==> src/rtl/sid_filt_pkg.sv <==
package sid_filt_pkg;
  // width of a configuration write word
  localparam int unsigned CFG_W = 32;
  // span select position inside the event-type word
  localparam int unsigned SPAN_BIT = 29;

  typedef enum logic {
    SEL_PATTERN = 1'b0,
    SEL_TYPE    = 1'b1
  } cfg_sel_e;
endpackage

==> src/rtl/sid_cfg_regs.sv <==
module sid_cfg_regs
  import sid_filt_pkg::*;
#(
  parameter int unsigned ID_W = 32
) (
  input  logic            clk,
  input  logic            rst_n,
  input  logic            cfg_we,
  input  logic            cfg_sel,
  input  logic [CFG_W-1:0] cfg_wdata,
  output logic [ID_W-1:0] pat_q,
  output logic            span_q
);
  // named write events, also used by the assertions
  logic pat_wr;
  logic type_wr;

  assign pat_wr  = cfg_we && (cfg_sel_e'(cfg_sel) == SEL_PATTERN);
  assign type_wr = cfg_we && (cfg_sel_e'(cfg_sel) == SEL_TYPE);

  always_ff @(posedge clk or negedge rst_n) begin
    if (!rst_n) begin
      pat_q  <= '1;
      span_q <= 1'b1;
    end else begin
      if (pat_wr)  pat_q  <= cfg_wdata[ID_W-1:0];
      if (type_wr) span_q <= cfg_wdata[SPAN_BIT];
    end
  end


  pat_hold_chk: assert property (@(posedge clk) disable iff (!rst_n)
    !pat_wr |=> $stable(pat_q));

  span_hold_chk: assert property (@(posedge clk) disable iff (!rst_n)
    !type_wr |=> $stable(span_q));
endmodule

==> src/rtl/sid_mask_gen.sv <==
module sid_mask_gen #(
  parameter int unsigned ID_W = 32
) (
  input  logic            clk,
  input  logic            rst_n,
  input  logic [ID_W-1:0] pat,
  output logic [ID_W-1:0] ign_mask
);
  // ones over the trailing-ones run and the first zero above it
  function automatic logic [ID_W-1:0] trail_mask(input logic [ID_W-1:0] p);
    logic [ID_W-1:0] nxt;
    nxt = p + ID_W'(1);
    return p ^ nxt;
  endfunction

  logic [ID_W-1:0] mask_inc;

  assign ign_mask = trail_mask(pat);
  assign mask_inc = ign_mask + ID_W'(1);


  mask_lsb_chk: assert property (@(posedge clk) disable iff (!rst_n)
    ign_mask[0]);

  mask_shape_chk: assert property (@(posedge clk) disable iff (!rst_n)
    $onehot0(mask_inc));

  mask_full_chk: assert property (@(posedge clk) disable iff (!rst_n)
    (&pat) |-> (&ign_mask));
endmodule

==> src/rtl/sid_compare.sv <==
module sid_compare #(
  parameter int unsigned ID_W = 32
) (
  input  logic            clk,
  input  logic            rst_n,
  input  logic            in_valid,
  input  logic [ID_W-1:0] in_sid,
  input  logic [ID_W-1:0] pat,
  input  logic [ID_W-1:0] ign_mask,
  input  logic            span,
  output logic            res_valid_q,
  output logic            match_q
);
  logic [ID_W-1:0] bit_miss;
  logic            hit_now;

  for (genvar gi = 0; gi < ID_W; gi++) begin : g_bit
    assign bit_miss[gi] = (in_sid[gi] ^ pat[gi]) & ~(span & ign_mask[gi]);
  end

  assign hit_now = ~|bit_miss;

  always_ff @(posedge clk or negedge rst_n) begin
    if (!rst_n) begin
      res_valid_q <= 1'b0;
      match_q     <= 1'b0;
    end else begin
      res_valid_q <= in_valid;
      match_q     <= in_valid && hit_now;
    end
  end


  vld_follow_chk: assert property (@(posedge clk) disable iff (!rst_n)
    in_valid |=> res_valid_q);

  vld_idle_chk: assert property (@(posedge clk) disable iff (!rst_n)
    !in_valid |=> !res_valid_q);

  match_gated_chk: assert property (@(posedge clk) disable iff (!rst_n)
    match_q |-> res_valid_q);

  exact_eq_chk: assert property (@(posedge clk) disable iff (!rst_n)
    (in_valid && !span && (in_sid == pat)) |=> match_q);

  exact_ne_chk: assert property (@(posedge clk) disable iff (!rst_n)
    (in_valid && !span && (in_sid != pat)) |=> !match_q);

  open_filter_chk: assert property (@(posedge clk) disable iff (!rst_n)
    (in_valid && span && (&pat)) |=> match_q);
endmodule

==> src/rtl/sid_span_matcher.sv <==
module sid_span_matcher
  import sid_filt_pkg::*;
#(
  parameter int unsigned ID_W = 32
) (
  input  logic             clk,
  input  logic             rst_n,
  input  logic             cfg_we,
  input  logic             cfg_sel,
  input  logic [CFG_W-1:0] cfg_wdata,
  input  logic             in_valid,
  input  logic [ID_W-1:0]  in_sid,
  output logic             res_valid_o,
  output logic             match_o
);
  logic [ID_W-1:0] pat_q;
  logic            span_q;
  logic [ID_W-1:0] ign_mask;

  sid_cfg_regs #(.ID_W(ID_W)) u_cfg (
    .clk(clk), .rst_n(rst_n), .cfg_we(cfg_we), .cfg_sel(cfg_sel),
    .cfg_wdata(cfg_wdata), .pat_q(pat_q), .span_q(span_q)
  );

  sid_mask_gen #(.ID_W(ID_W)) u_mask (
    .clk(clk), .rst_n(rst_n), .pat(pat_q), .ign_mask(ign_mask)
  );

  sid_compare #(.ID_W(ID_W)) u_cmp (
    .clk(clk), .rst_n(rst_n), .in_valid(in_valid), .in_sid(in_sid),
    .pat(pat_q), .ign_mask(ign_mask), .span(span_q),
    .res_valid_q(res_valid_o), .match_q(match_o)
  );
endmodule

==> config.mk <==
export PLATFORM = sky130hd
export DESIGN_NAME = sid_span_matcher
export DESIGN_NICKNAME = d
export VERILOG_FILES = /design/src/rtl/sid_filt_pkg.sv /design/src/rtl/sid_cfg_regs.sv /design/src/rtl/sid_mask_gen.sv /design/src/rtl/sid_compare.sv /design/src/rtl/sid_span_matcher.sv
export SDC_FILE = /design/constraint.sdc
export NUM_CORES = 1
export LEC_CHECK = 0
export ABC_AREA = 1
export BUFFER_PORTS_ARGS = -buffer_cell sky130_fd_sc_hd__buf_2
export CORE_UTILIZATION = 30
export CTS_CLUSTER_SIZE = 14
export DETAILED_ROUTE_END_ITERATION = 12
export MAX_ROUTING_LAYER = met4
export PLACE_DENSITY = 0.63
export SETUP_SLACK_MARGIN = 0.4
export SLEW_MARGIN = 25
export SYNTH_ARGS = -nofsm -noshare
export SYNTH_HDL_FRONTEND = slang
export SYNTH_HIERARCHICAL = 1
export SYNTH_SLANG_ARGS = --single-unit
==> constraint.sdc <==
create_clock -name clk -period 1.75 [get_ports clk]
set_input_delay 0.0875 -clock clk [delete_from_list [all_inputs] [get_ports clk]]
set_output_delay 0.0875 -clock clk [all_outputs]
set_load 0.005 [all_outputs]
# Word-level counts from Yosys, hierarchy flattened
# Index checks and enable logic that the tools add are counted.
# totals
register_bits,35
inputBits,69
wordCells,140
# classes
n_addsub,1
n_bitwise,130
n_reduce_logical,5
# ops
operator,count
AND 1 bit,64
NOT 1 bit,33
"adder 32 x 1 -> 32 bit, second input constant",1
OR reduction 32 bit,1
bitwise XOR 1 bit,32
bitwise XOR 32 bit,1
logical AND 1 bit,3
logical NOT 1 bit,1

# Depth between registers and ports, before layout
# depth
depth_word,8
ltp_mapped,14
depth_no_buf,14

# Hierarchy
# The synthesis kept the hierarchy.
# modules_own_cells
module,n_inst,cells_per_inst,area_each_um2
sid_cfg_regs,1,145,1377.6
sid_compare,1,194,850.8
sid_mask_gen,1,138,601.8

# Worst setup path after synthesis
# No wires, ideal clock.
# synth_timing
path_kind,flip-flop to flip-flop
start,reg u_cfg.pat_q[1]
end,reg u_cmp.match_q
setup_ns,0.071
t_arrival_ns,1.636
required_time_ns,1.679
slack_ns,0.043
stages_incl_launch_ff,14
synth_period_minus_slack_ns,1.707
cell_sequence,dfstp_2 -> ha_1 -> nand3_1 -> nor2_2 -> nand3_1 -> nor2_1 -> nand2_1 -> nand2_1 -> nand2_1 -> nor2_1 -> nand2_1 -> nor2_1 -> nand2_1 -> nor2_1
# synth_via
elab_chain_cells,8
elab_cells_between_ends,99
classes_between,add/sub: 1; bitwise: 95; reduce/logical: 3
# synth_lines
item,line,rtl
start: declaration,sid_cfg_regs.sv:11,"output logic [ID_W-1:0] pat_q,"
start signal: assignment,sid_cfg_regs.sv:26,if (pat_wr) pat_q <= cfg_wdata[ID_W-1:0];
adder 32 x 1 -> 32 bit,sid_mask_gen.sv:12,nxt = p + ID_W'(1);
bitwise XOR 32 bit,sid_mask_gen.sv:13,return p ^ nxt;
via ign_mask[6],sid_span_matcher.sv:18,logic [ID_W-1:0] ign_mask;
AND 1 bit,sid_compare.sv:18,assign bit_miss[gi] = (in_sid[gi] ^ pat[gi]) & ~(span & ign_mask[gi]);
NOT 1 bit,sid_compare.sv:18,
AND 1 bit,sid_compare.sv:18,
OR reduction 32 bit,sid_compare.sv:21,assign hit_now = ~|bit_miss;
logical NOT 1 bit,sid_compare.sv:21,
logical AND 1 bit,sid_compare.sv:29,match_q <= in_valid && hit_now;
end signal: assignment,sid_compare.sv:29,
end: declaration,sid_compare.sv:12,output logic match_q
# The timed path passes the listed nets, and every way through them passes these cells.
# A chain may end at the register's enable or synchronous reset.

# Worst setup path in the final report
# layout_timing
start,reg u_cfg.pat_q[0]
end,reg u_cmp.match_q
# The elaborated chain is that of the path after synthesis.

==> results.json <==
{
  "status": "complete, but fails checks",
  "failing_checks": "setup timing",
  "antennaDiodeCount": 0,
  "count_of_state_elements_after_synthesis": 35,
  "p_leak_nw": 2.11,
  "max_cap_violations": 0,
  "synth_seq_area_share_pct": 32.4,
  "arrival_ps": 2120,
  "port_buffers": 70,
  "fmax_mhz": 527,
  "layout.core_utilization_pct": 41.6,
  "timing_max_transition_violations_final": 0,
  "cts.root.buffer_cell": "clkbuf_8",
  "worstSkewPairLatency_ps": 290,
  "min_delay_path_class": "input pin to register",
  "grt_max_degree": 33,
  "final_layout_size_suffix_gt1_share_pct": 32.9,
  "synth_cell_types": 27,
  "grt_pass1_wl_mm": 14.5,
  "cts-htree-levels": 2,
  "final_nets": 664,
  "rr_startpoint": "u_cfg/pat_q[0]",
  "placeableCoreArea_sq_um": 9200,
  "die-width_um": 99.1,
  "cts.reportedPaths.clkPinSlew_ps": 80,
  "worst_setup_path_start_kind": "register",
  "grt_overflow": 0,
  "dpl_wire_length_mm": 7.23,
  "finalCritPeriodShare_pct": 108,
  "numCtsBuffers": 5,
  "power.density_nw_per_um2": 647,
  "synth_largest_type_area_fraction_pct": 30.6,
  "globalRouteTotalUtil_pct": 19.5,
  "final_cell_mix": "nand2_1, buf_2, inv_1, nand3_1, buf_4",
  "synthToLayoutAreaGrowth_pct": 35.1,
  "synth.top_cells.by_area": "dfstp_2, nand2_1, nand3_1, inv_1, nor2_1",
  "synth-warning-count": 6,
  "syn-instance-count": 477,
  "final-hold-violation-count": 0,
  "drcViolationCount": 0,
  "postRouteWirelength_mm": 8.93,
  "finalSetupViolCount": 1,
  "ir_drop_uv": 419,
  "dr.max_layer_used": "met4",
  "antenna_violations_before_repair": 0,
  "die_area_sq_um": 9830,
  "die_h_um": 99.1,
  "drt_iter0_drc": 151,
  "cts_tree": "yes",
  "io_pins": 71,
  "num_vias": 3148,
  "fin_skew_ps": 8.55,
  "max_slew_margin_pct": 64.7,
  "power.total_mw": 2.48,
  "tns_ps": -147,
  "wirelength_met1_mm": 4.16,
  "drtPass1Iterations": 6,
  "crit_fanout": 3,
  "crit_path_start": "u_cfg/pat_q[0]",
  "postSynthNetCount": 547,
  "setup_slack_ps": -147,
  "finalWeightedCongestion": 0.949,
  "vias_per_cell": 4.46,
  "crit_path_category": "register to register",
  "netlist.top_cell.by_area": "dfstp_2",
  "wl_met3_um": 401,
  "mostFrequentLayoutCell": "nand2_1",
  "unrepaired_setup_endpoints_after_global_routing": "yes",
  "avgSynthCellArea_sq_um": 5.93,
  "route.met2.wl_mm": 4.28,
  "clk_path_buf_depth": 2,
  "syn_area_sq_um": 2830,
  "holdWs_ps": 5.67,
  "post-place-ws_ps": -276,
  "worst_slew_pin_slew_ps": 530,
  "clock_sinks": 35,
  "grt_pass1_vias": 3091,
  "cp_required_ps": 1970,
  "wire_per_inst_um": 12.6,
  "hold_start": "cfg_wdata[0]",
  "ant_nets": 0,
  "period_minus_slack_ps": 1900,
  "initial_utilization_pct": 30.8,
  "crit_path_end_kind": "register",
  "row_count": 35
}
[what timing repair did]
item,4_1_cts,5_1_grt
hold endpoints to repair,6,0
setup endpoints to repair,1,1
setup buffers,3,2
pin swaps,11,8
resized for setup,10,10
hold buffers,5,0
[flip-flops by register name, indices dropped and copies added, names as in the netlist]
name	cells
u_cfg/pat_q	32
u_cfg/span_q	1
u_cmp/match_q	1
u_cmp/res_valid_q	1
[per-stage QoR]
| step | cell area, sq um | cells |
|---|---|---|
| floorplan | 2850 | 477 |
| global placement | 3580 | 688 |
| detailed placement | 3580 | 688 |
| CTS | 3770 | 704 |
| global route | 3820 | 706 |
| finish | 3820 | 706 |
[critical path, cell delays in order (launching register included)]
cell	delay, ps
dfstp_2	560
buf_4	130
nand3_4	100
nor2_4	170
nand2_2	100
nor2_1	130
nand2_1	70
nand3_1	80
nand2_1	60
nor2_1	100
nand2_1	90
nor2_1	90
nand2_1	60
nor2_1	100
[cell usage after synthesis, drive strengths merged]
| master | count |
|---|---|
| nand2 | 220 |
| inv | 68 |
| nand3 | 56 |
| nor2 | 53 |
| dfstp | 33 |
| buf | 12 |
| nand4 | 10 |
| or2 | 7 |
| xor2 | 4 |
| clkbuf | 3 |
| o21ai | 3 |
| dfrtp | 2 |
| a21oi | 1 |
| conb | 1 |
| ha | 1 |
| nor3 | 1 |
| o22ai | 1 |
| xnor2 | 1 |
[final cells by class]
| cell class | instances | area (sq um) |
|---|---|---|
| fill | 1060 | 5370 |
| multi-input combinational | 359 | 1640 |
| sequential | 35 | 917 |
| timing repair buffer | 125 | 792 |
| inverter | 68 | 255 |
| tap | 111 | 139 |
| clock buffer | 7 | 76.3 |
| clock inverter | 1 | 5.00 |
[where the power goes]
group / internal, mW / total [mW] / leakage, nW / switching, mW
clock: 0.280 / 0.592 / 0.0422 / 0.312
combinational: 0.363 / 0.793 / 1.70 / 0.430
sequential: 0.981 / 1.09 / 0.371 / 0.109
[logic make-up (layout without fill, tap and decap cells)]
kind of cell | after synthesis | count (layout) | share of synthesized area (%)
AND/OR/NAND/NOR | 347 | 347 | 51.6
buffers and inverters | 83 | 201 | 12.9
flip-flops | 35 | 35 | 32.4
AO/OA/AOI/OAI | 5 | 5 | 0.928
XOR/XNOR | 5 | 5 | 1.55
adder cells (fa/ha/maj) | 1 | 1 | 0.442
other | 1 | 1 | 0.132
[routing by layer]
layer	vias to the layer above	global-route usage [%]
met5	-	-
met3	7	2.67
met2	73	32.4
li1	1671	-
met1	1397	25.0
met4	0	5.20
[path summary, 6_finish.rpt]
| kind | cells past startpoint | slack [ps] | end |
|---|---|---|---|
| worst max-delay path | 13 | -150 | u_cmp/match_q |
| worst min register to register | 2 | 480 | u_cfg/pat_q[31] |
| worst min-delay path | 3 | 6 | u_cfg/pat_q[0] |
| max in group asynchronous | 3 | 770 | u_cfg/pat_q[26] |
| min in group asynchronous | 2 | 310 | u_cmp/res_valid_q |
| worst max register to register | 13 | -150 | u_cmp/match_q |
No activity file was read; power rests on OpenSTA's default activity.
